<file path="config.mk">
export PLATFORM = sky130hd
export DESIGN_NAME = cpu_bus_bridge
export DESIGN_NICKNAME = d
export VERILOG_FILES = /design/src/rtl/bb_pkg.sv /design/src/rtl/bb_cycle_classify.sv /design/src/rtl/bb_region_decode.sv /design/src/rtl/bb_overlay_reg.sv /design/src/rtl/bb_read_hold.sv /design/src/rtl/cpu_bus_bridge.sv
export SDC_FILE = /design/constraint.sdc
export NUM_CORES = 1
export LEC_CHECK = 0
export ABC_AREA = 1
export CORE_ASPECT_RATIO = 0.8
export CORE_MARGIN = 2
export CORE_UTILIZATION = 28
export CTS_CLUSTER_DIAMETER = 80
export DETAILED_ROUTE_END_ITERATION = 8
export DONT_BUFFER_PORTS = 1
export GPL_TIMING_DRIVEN = 0
export SLEW_MARGIN = 25
export SYNTH_ARGS = -nofsm -noshare
export SYNTH_HDL_FRONTEND = slang
export SYNTH_HIERARCHICAL = 1
export SYNTH_SLANG_ARGS = --single-unit
</file>
<file path="constraint.sdc">
create_clock -name clk -period 0.8 [get_ports clk]
set_input_delay 0.04 -clock clk [delete_from_list [all_inputs] [get_ports clk]]
set_output_delay 0.04 -clock clk [all_outputs]
set_load 0.005 [all_outputs]
</file>
<file path="src/rtl/bb_pkg.sv">
package bb_pkg;
    localparam int BB_ADDR_W = 16;
    localparam int BB_DATA_W = 8;
    localparam int BB_PAGE_W = BB_ADDR_W - 8;

    typedef enum logic [1:0] {
        CYC_IDLE  = 2'd0,
        CYC_READ  = 2'd1,
        CYC_WRITE = 2'd2,
        CYC_CLASH = 2'd3
    } cyc_e;

    typedef struct packed {
        logic overlay_off;
    } ovl_state_t;

    typedef struct packed {
        logic [BB_DATA_W-1:0] held;
    } hold_state_t;
endpackage

</file>
<file path="src/rtl/bb_cycle_classify.sv">
module bb_cycle_classify
    import bb_pkg::*;
(
    input  logic rst_n,
    input  logic mreq,
    input  logic rd,
    input  logic wr,
    output cyc_e cyc
);
    always_comb begin
        cyc = CYC_IDLE;
        if (rst_n && mreq) begin
            unique case ({rd, wr})
                2'b10:   cyc = CYC_READ;
                2'b01:   cyc = CYC_WRITE;
                2'b11:   cyc = CYC_CLASH;
                default: cyc = CYC_IDLE;
            endcase
        end
    end
endmodule

</file>
<file path="src/rtl/bb_region_decode.sv">
module bb_region_decode
    import bb_pkg::*;
#(
    parameter int                 NUM_HI   = 2,
    parameter logic [BB_PAGE_W-1:0] HI_BASE  = 8'hFE,
    parameter logic [BB_PAGE_W-1:0] BOOT_PG  = 8'h00
) (
    input  logic [BB_PAGE_W-1:0] page,
    input  logic                 overlay_on,
    output logic                 hi_page,
    output logic                 boot_region
);
    logic [NUM_HI-1:0] hit;

    for (genvar g = 0; g < NUM_HI; g++) begin : g_hi
        localparam logic [BB_PAGE_W-1:0] PG = HI_BASE + BB_PAGE_W'(g);
        assign hit[g] = (page == PG);
    end

    assign hi_page     = |hit;
    assign boot_region = overlay_on && (page == BOOT_PG);
endmodule

</file>
<file path="src/rtl/bb_overlay_reg.sv">
module bb_overlay_reg
    import bb_pkg::*;
#(
    parameter logic [BB_ADDR_W-1:0] REG_ADDR = 16'hFF50
) (
    input  logic                 clk,
    input  logic                 rst_n,
    input  cyc_e                 cyc,
    input  logic [BB_ADDR_W-1:0] addr,
    input  logic [BB_DATA_W-1:0] wdata,
    output logic                 overlay_on
);
    ovl_state_t st_d, st_q;

    always_comb begin
        st_d = st_q;
        if (cyc == CYC_WRITE && addr == REG_ADDR && wdata != '0) begin
            st_d.overlay_off = 1'b1;
        end
    end

    always_ff @(posedge clk or negedge rst_n) begin
        if (!rst_n) st_q <= '0;
        else        st_q <= st_d;
    end

    assign overlay_on = !st_q.overlay_off;
endmodule

</file>
<file path="src/rtl/bb_read_hold.sv">
module bb_read_hold
    import bb_pkg::*;
(
    input  logic                 clk,
    input  logic                 rst_n,
    input  cyc_e                 cyc,
    input  logic [BB_DATA_W-1:0] pad_din,
    output logic [BB_DATA_W-1:0] rdata
);
    hold_state_t st_d, st_q;

    always_comb begin
        st_d = st_q;
        if (cyc == CYC_READ) st_d.held = pad_din;
    end

    always_ff @(posedge clk or negedge rst_n) begin
        if (!rst_n) st_q <= '0;
        else        st_q <= st_d;
    end

    assign rdata = (cyc == CYC_READ) ? pad_din : st_q.held;
endmodule

</file>
<file path="src/rtl/cpu_bus_bridge.sv">
module cpu_bus_bridge
    import bb_pkg::*;
#(
    parameter logic [BB_ADDR_W-1:0] OVL_REG_ADDR = 16'hFF50,
    parameter logic [BB_PAGE_W-1:0] HI_BASE_PG   = 8'hFE,
    parameter int                   HI_PAGES     = 2,
    parameter logic [BB_PAGE_W-1:0] BOOT_PAGE    = 8'h00
) (
    input  logic                 clk,
    input  logic                 rst_n,
    input  logic [BB_ADDR_W-1:0] core_addr,
    input  logic                 core_rd,
    input  logic                 core_wr,
    input  logic                 core_mreq,
    input  logic [BB_DATA_W-1:0] core_wdata,
    input  logic [BB_DATA_W-1:0] pad_din,
    output logic                 hi_page,
    output logic                 boot_region,
    output logic                 chip_sel,
    output logic                 pad_oe,
    output logic [BB_DATA_W-1:0] pad_dout,
    output logic [BB_DATA_W-1:0] core_rdata
);
    cyc_e cyc;
    logic overlay_on;

    bb_cycle_classify u_cls (
        .rst_n (rst_n),
        .mreq  (core_mreq),
        .rd    (core_rd),
        .wr    (core_wr),
        .cyc   (cyc)
    );

    bb_region_decode #(
        .NUM_HI  (HI_PAGES),
        .HI_BASE (HI_BASE_PG),
        .BOOT_PG (BOOT_PAGE)
    ) u_dec (
        .page        (core_addr[BB_ADDR_W-1 -: BB_PAGE_W]),
        .overlay_on  (overlay_on),
        .hi_page     (hi_page),
        .boot_region (boot_region)
    );

    bb_overlay_reg #(
        .REG_ADDR (OVL_REG_ADDR)
    ) u_ovl (
        .clk        (clk),
        .rst_n      (rst_n),
        .cyc        (cyc),
        .addr       (core_addr),
        .wdata      (core_wdata),
        .overlay_on (overlay_on)
    );

    bb_read_hold u_rdh (
        .clk     (clk),
        .rst_n   (rst_n),
        .cyc     (cyc),
        .pad_din (pad_din),
        .rdata   (core_rdata)
    );

    assign chip_sel = rst_n && core_mreq;
    assign pad_oe   = (cyc == CYC_WRITE);
    assign pad_dout = pad_oe ? core_wdata : '0;
endmodule

</file>
# --- Word level (Yosys, flattened, before mapping) ---
# Cells that the tools add are included.
totals:
  reg_bits: 9
  input_bits: 37
classes:
  muxes: 4
  n_eq_ne: 8
  n_reduce_logical: 8
op_table:
  columns: ["operator", "n"]
  rows:
  - ["$eq 16x16->1 const B", 1]
  - ["$eq 8x8->1 const B", 2]
  - ["$mux 8", 2]
  - ["$logic_not 8->1", 1]
  - ["$reduce_bool 8->1", 1]
  - ["$eq 2x2->1 const B", 3]
  - ["$pmux 2 s3", 1]
  - ["$eq 2x1->1 const B", 2]
  - ["$logic_and 1x1->1", 4]
  - ["$mux 2", 1]
  - ["$reduce_or 2->1", 1]
  - ["$logic_not 1->1", 1]

# --- Logic depth before layout (Yosys ltp) ---
depth:
  word_depth: 6
  mapped_depth: 7
  mapped_depth_nobuf: 7

# --- By module ---
# Netlist, hierarchy kept.
by_module_without_submodules:
  columns: ["module", "n_inst", "cells_each", "area_each_um2", "seq_area_each_um2"]
  rows:
  - ["bb_read_hold", 1, 35, 326.6, 200.2]
  - ["bb_overlay_reg", 1, 28, 150.1, 25.0]
  - ["cpu_bus_bridge", 1, 21, 86.3, 0.0]
  - ["bb_region_decode", 1, 10, 42.5, 0.0]
  - ["bb_cycle_classify", 1, 5, 18.8, 0.0]

# --- Least setup slack after synthesis ---
# Ideal clock, no wire load.
synth_timing:
  kind: "in2reg"
  startpoint: "in rst_n"
  endpoint: "reg u_rdh/st_q[0] (netlist name)"
  path_slack_ns: -0.079
  t_arrival_ns: 0.804
  t_required_ns: 0.725
  stages: 6
  setup_ns: 0.075
  path_cell_list: "nand2_1 nor2_1 inv_2 nand2_4 nand2_1 nand2_1"
synth_between:
  elab_chain_len: 4
synth_lines:
  columns: ["element", "line_no", "rtl"]
  rows:
  - ["start, declared", "cpu_bus_bridge.sv:10", "input logic rst_n,"]
  - ["$logic_and 1x1->1", "bb_cycle_classify.sv:12", "if (rst_n && mreq) begin"]
  - ["$mux 2", "bb_cycle_classify.sv:12", null]
  - ["named net cyc[1]", "cpu_bus_bridge.sv:24", "cyc_e cyc;"]
  - ["$eq 2x1->1", null, null]
  - ["$mux 8", null, null]
  - ["named net core_rdata[0]", "cpu_bus_bridge.sv:22", "output logic [BB_DATA_W-1:0] core_rdata"]
  - ["end signal, assigned", "bb_read_hold.sv:19", "else st_q <= st_d;"]
  - ["end, declared", "bb_read_hold.sv:10", "hold_state_t st_d, st_q;"]
# The timed path passes the listed nets, and every way through them passes these cells.
# A chain may end at the register's enable or synchronous reset.

# --- Worst setup path in the final report ---
layout_timing:
  startpoint: "reg u_ovl.st_q"
  endpoint: "out boot_region"
layout_between:
  elab_chain_len: 2
layout_lines:
  columns: ["element", "line_no", "rtl"]
  rows:
  - ["start, declared", "bb_overlay_reg.sv:13", "ovl_state_t st_d, st_q;"]
  - ["start signal, assigned", "bb_overlay_reg.sv:24", "else st_q <= st_d;"]
  - ["$logic_not 1->1", "bb_overlay_reg.sv:27", "assign overlay_on = !st_q.overlay_off;"]
  - ["named net overlay_on", "cpu_bus_bridge.sv:25", "logic overlay_on;"]
  - ["$logic_and 1x1->1", "bb_region_decode.sv:21", "assign boot_region = overlay_on && (page == BOOT_PG);"]
  - ["end, declared", "cpu_bus_bridge.sv:18", "output logic boot_region,"]
# The timed path passes the listed nets, and every way through them passes these cells.

==> impl_results.md <==
- Outcome: complete, but fails checks
- Failing checks: hold timing, setup timing
- Post-synthesis instance area: roughly 620 sq um
- Final antenna-violating net count: 0
- Final standard cell count with taps included and fillers excluded: 135
- Share of synthesized area spent on multiplexers: 0
- Post-layout total power: around 1100 uW
- Setup repair after global routing missed its margin: yes
- Number of clock sinks: 9
- Required time at the worst-slack endpoint: approximately 760 ps
- Total wire length: 1610 um
- Number of synthesized register bits: 9
- Slowest CP cell: dfrtp_1
- Async set or reset register ratio after synthesis: 1.00
- Number of fill cells in the layout: 255
- Gr ovfl total: 0
- Worst path bufs/invs: 1
- Sequential fraction of the synthesis area: 0.361
- Drt via density: 4.58
- Share of Yosys cell area claimed by the top area cell type: 0.361
- Post-synthesis cell type with the largest combined area: dfrtp_1
- Register Area: 225 sq um
- Setup clock skew after layout: 0 ps
- Switching part of the total: 0.291
- Worst slew margin relative to its limit: 0.726
- Core occupancy in the finished layout: 0.365
- Mean instance size in the synthesized netlist: roughly 6.3 sq um
- Most frequent cell after synthesis: nand2_1
- Crit-path max cell delay: about 370 ps
- Core region area: 0.00214 sq mm
- Maximum root-to-sink buffer count: 2
- Hold WC Path Type: input port to register
- Synth Area in Adders: 0
- Total placed cells including tap cells: 124
- Area growth from synthesis to layout: 25.3%
- Fraction of the mapped netlist area in compound gates: 0
- Post-Synth XOR/XNOR Area: 0
- Fraction of layout cells with a size suffix above 1: 0.264
- Worst vdd ir: 0.968 mV
- Final Hold Fails: 8
- Relative contribution of sequential cells to total power: 0.482
- Multi-input combinational cell area: 363 sq um
- Number of setup violations in the final report: 2
- Crit Path Max Fanout: 2
- Maximum Capacitance Violations: 0
- Via count of the routed design: 618
- Clock-pin slew of the registers on the worst-case setup and hold paths: 60 ps
- Post-synth EDFFs: 0
- Number of DRC violations after detailed-routing iteration 0: 17
- Wire length of the first global-routing pass: 2650 um
- Start-to-end type of the worst setup path: register to output pin
- Combinational family with the most area after synthesis: simple AND/OR/NAND/NOR gates
- Data arrival time of the critical path: 820 ps
- Clock H-tree levels: 1
- Area of all placed cells without fillers: 782 sq um
- Ports placed on the boundary: 57
- Routed wire length per instance: 11.9 um
- Number of placement rows: 15
- Effective utilization at floorplan: 0.292
- Number of clock buffers inserted by TritonCTS: 3
- Share of the clock period used by the worst path: 1.07
- Number of buffers inserted by port buffering: 0
- Chip Width: approximately 57 um
- Net count of the mapped netlist: 136
- Highest clock rate: around 1200 MHz
- DIE HEIGHT: roughly 46 um
- Clock Power Share: 0.299
- First drt pass iteration count: 4
- Final setup margin: -59.0 ps
- Area contributors post-synth: dfrtp_1 36%, nand2_1 17%, nor2_1 16%, inv_1 10%, nand3_1 8.8%
- Part of the total power dissipated in combinational logic: 0.219
- Crit-path cells: inv_2, nand2_2, nor2_4
- Yosys cell types: 11
- Warnings from Yosys: 6
- Internal power of the cells: between 800 and 900 uW
- Element type at the critical path start: register
- Share of synthesized cell area in and, or, nand and nor gates: 0.513
- Clock tree from TritonCTS: built
- Global placer's final weighted congestion: about 0.63
- Overall Global Routing Usage: 0.133
- Overall die area: between 0.002 and 0.003 sq mm
- Pin count of the biggest net entering global routing: 10
- Final HPWL DP: 1290 um
- PD cells: between 1000 and 1500 mW/mm^2
- Tmin final: 859 ps
- Worst hold slack: -27.3 ps
- Clock latency at the later pin of the worst-skew pair: 250 ps
- Number of global-route vias before repair: just over 600
- Leading post-synthesis cells by instance count: 28 x nand2_1, 26 x nor2_1, 17 x inv_1
- Count of mapped cells out of synthesis: 99
- Worst slew pin tran: between 400 and 500 ps
- Remaining design rule violation count: 0
- Diodes inserted: 0
- Kind of cell adding the most delay to the critical path: flip-flops
- Number of buffers inserted for hold repair after clock tree synthesis: 2
- DP Area: 658 sq um
- Kind of capture point of the worst setup path: output pin
- Flip-flop cell with the highest count after synthesis: dfrtp_1
- Leakage power total: 0.000402 uW
- Final Net Count: about 150
- Buffer type at the clock tree root: clkbuf_4
- Psw: around 330 uW
- Final Max Slew Viols: 0
- Number of antenna violations at the first check in global routing: 0
==> per-layer routing <==
| layer | GRT usage | share of wire |
|---|---|---|
| met3 | 0.0562 | 0.070 |
| met4 | 0.0279 | 0 |
| met2 | 0.221 | 0.49 |
| met5 | 0 | 0 |
| met1 | 0.164 | 0.44 |
==> cell families (layout without fill, tap and decap cells) <==
kind of cell	count (synthesis)	count (layout)
DFF	9	9
and+or+nand+nor	71	71
buffers and inverters	19	30
==> power by group through the flow <==
stage / Clock (uW) / Sequential [uW] / Combinational (uW)
after floorplan: 0 / 547 / 165
after CTS: 361 / 544 / 243
after global routing: 381 / 553 / 290
after detailed placement: 0 / 553 / 200
after global placement: 0 / 550 / 192
final: 339 / 546 / 248
==> state kept, by name, indices dropped and copies added, names as in the netlist <==
register / count
u_ovl/st_q: 1
u_rdh/st_q: 8
==> final cells by class <==
class                      instances  share of cell area
multi-input combinational         71               0.464
sequential                         9               0.288
inverter                          18              0.0864
timing repair buffer               7              0.0736
tap                               25              0.0400
clock buffer                       4              0.0336
buffer                             1              0.0144
==> metrics by stage <==
stage	hold WS (ps)	setup TNS (ps)	setup slack (ps)
final	-27.3	-94.2	-59.0
after floorplan	-256	0	49.1
after detailed placement	-255	-1370	-111
after global routing	-31.7	-509	-114
after global placement	-255	-1100	-106
after CTS	-37.7	-140	-73.6
==> worst paths after layout <==
path                       slack [ps]  depth (start not counted)          start            end
min reg2reg                       480                          2  u_rdh/st_q[0]  u_rdh/st_q[0]
max in group asynchronous         360                          1          rst_n  u_rdh/st_q[3]
max reg2reg                       -40                          5     u_ovl/st_q     u_ovl/st_q
min in group asynchronous         150                          1          rst_n  u_rdh/st_q[4]
max                               -60                          3     u_ovl/st_q    boot_region
min                               -30                          2     pad_din[1]  u_rdh/st_q[1]
==> layout by cell type, fill, tap and decap left out <==
master / count
buf_6: 1
nand4_4: 1
nand2_4: 2
nand2_2: 10
nand4_1: 1
dfrtp_1: 9
clkbuf_1: 1
nor2_1: 23
inv_2: 2
inv_1: 16
clkbuf_4: 3
dlygate4sd3_1: 2
nand2_1: 18
nor2_2: 3
nand3_1: 11
buf_4: 5
nor2_4: 2
==> repair_timing <==
action	4_1_cts	5_1_grt
hold endpoints to repair	18	7
endpoints found under the setup margin	9	10
resized for setup	12	3
buffers inserted	3	2
pin swaps	8	3
(Power assumes the default switching activity.)
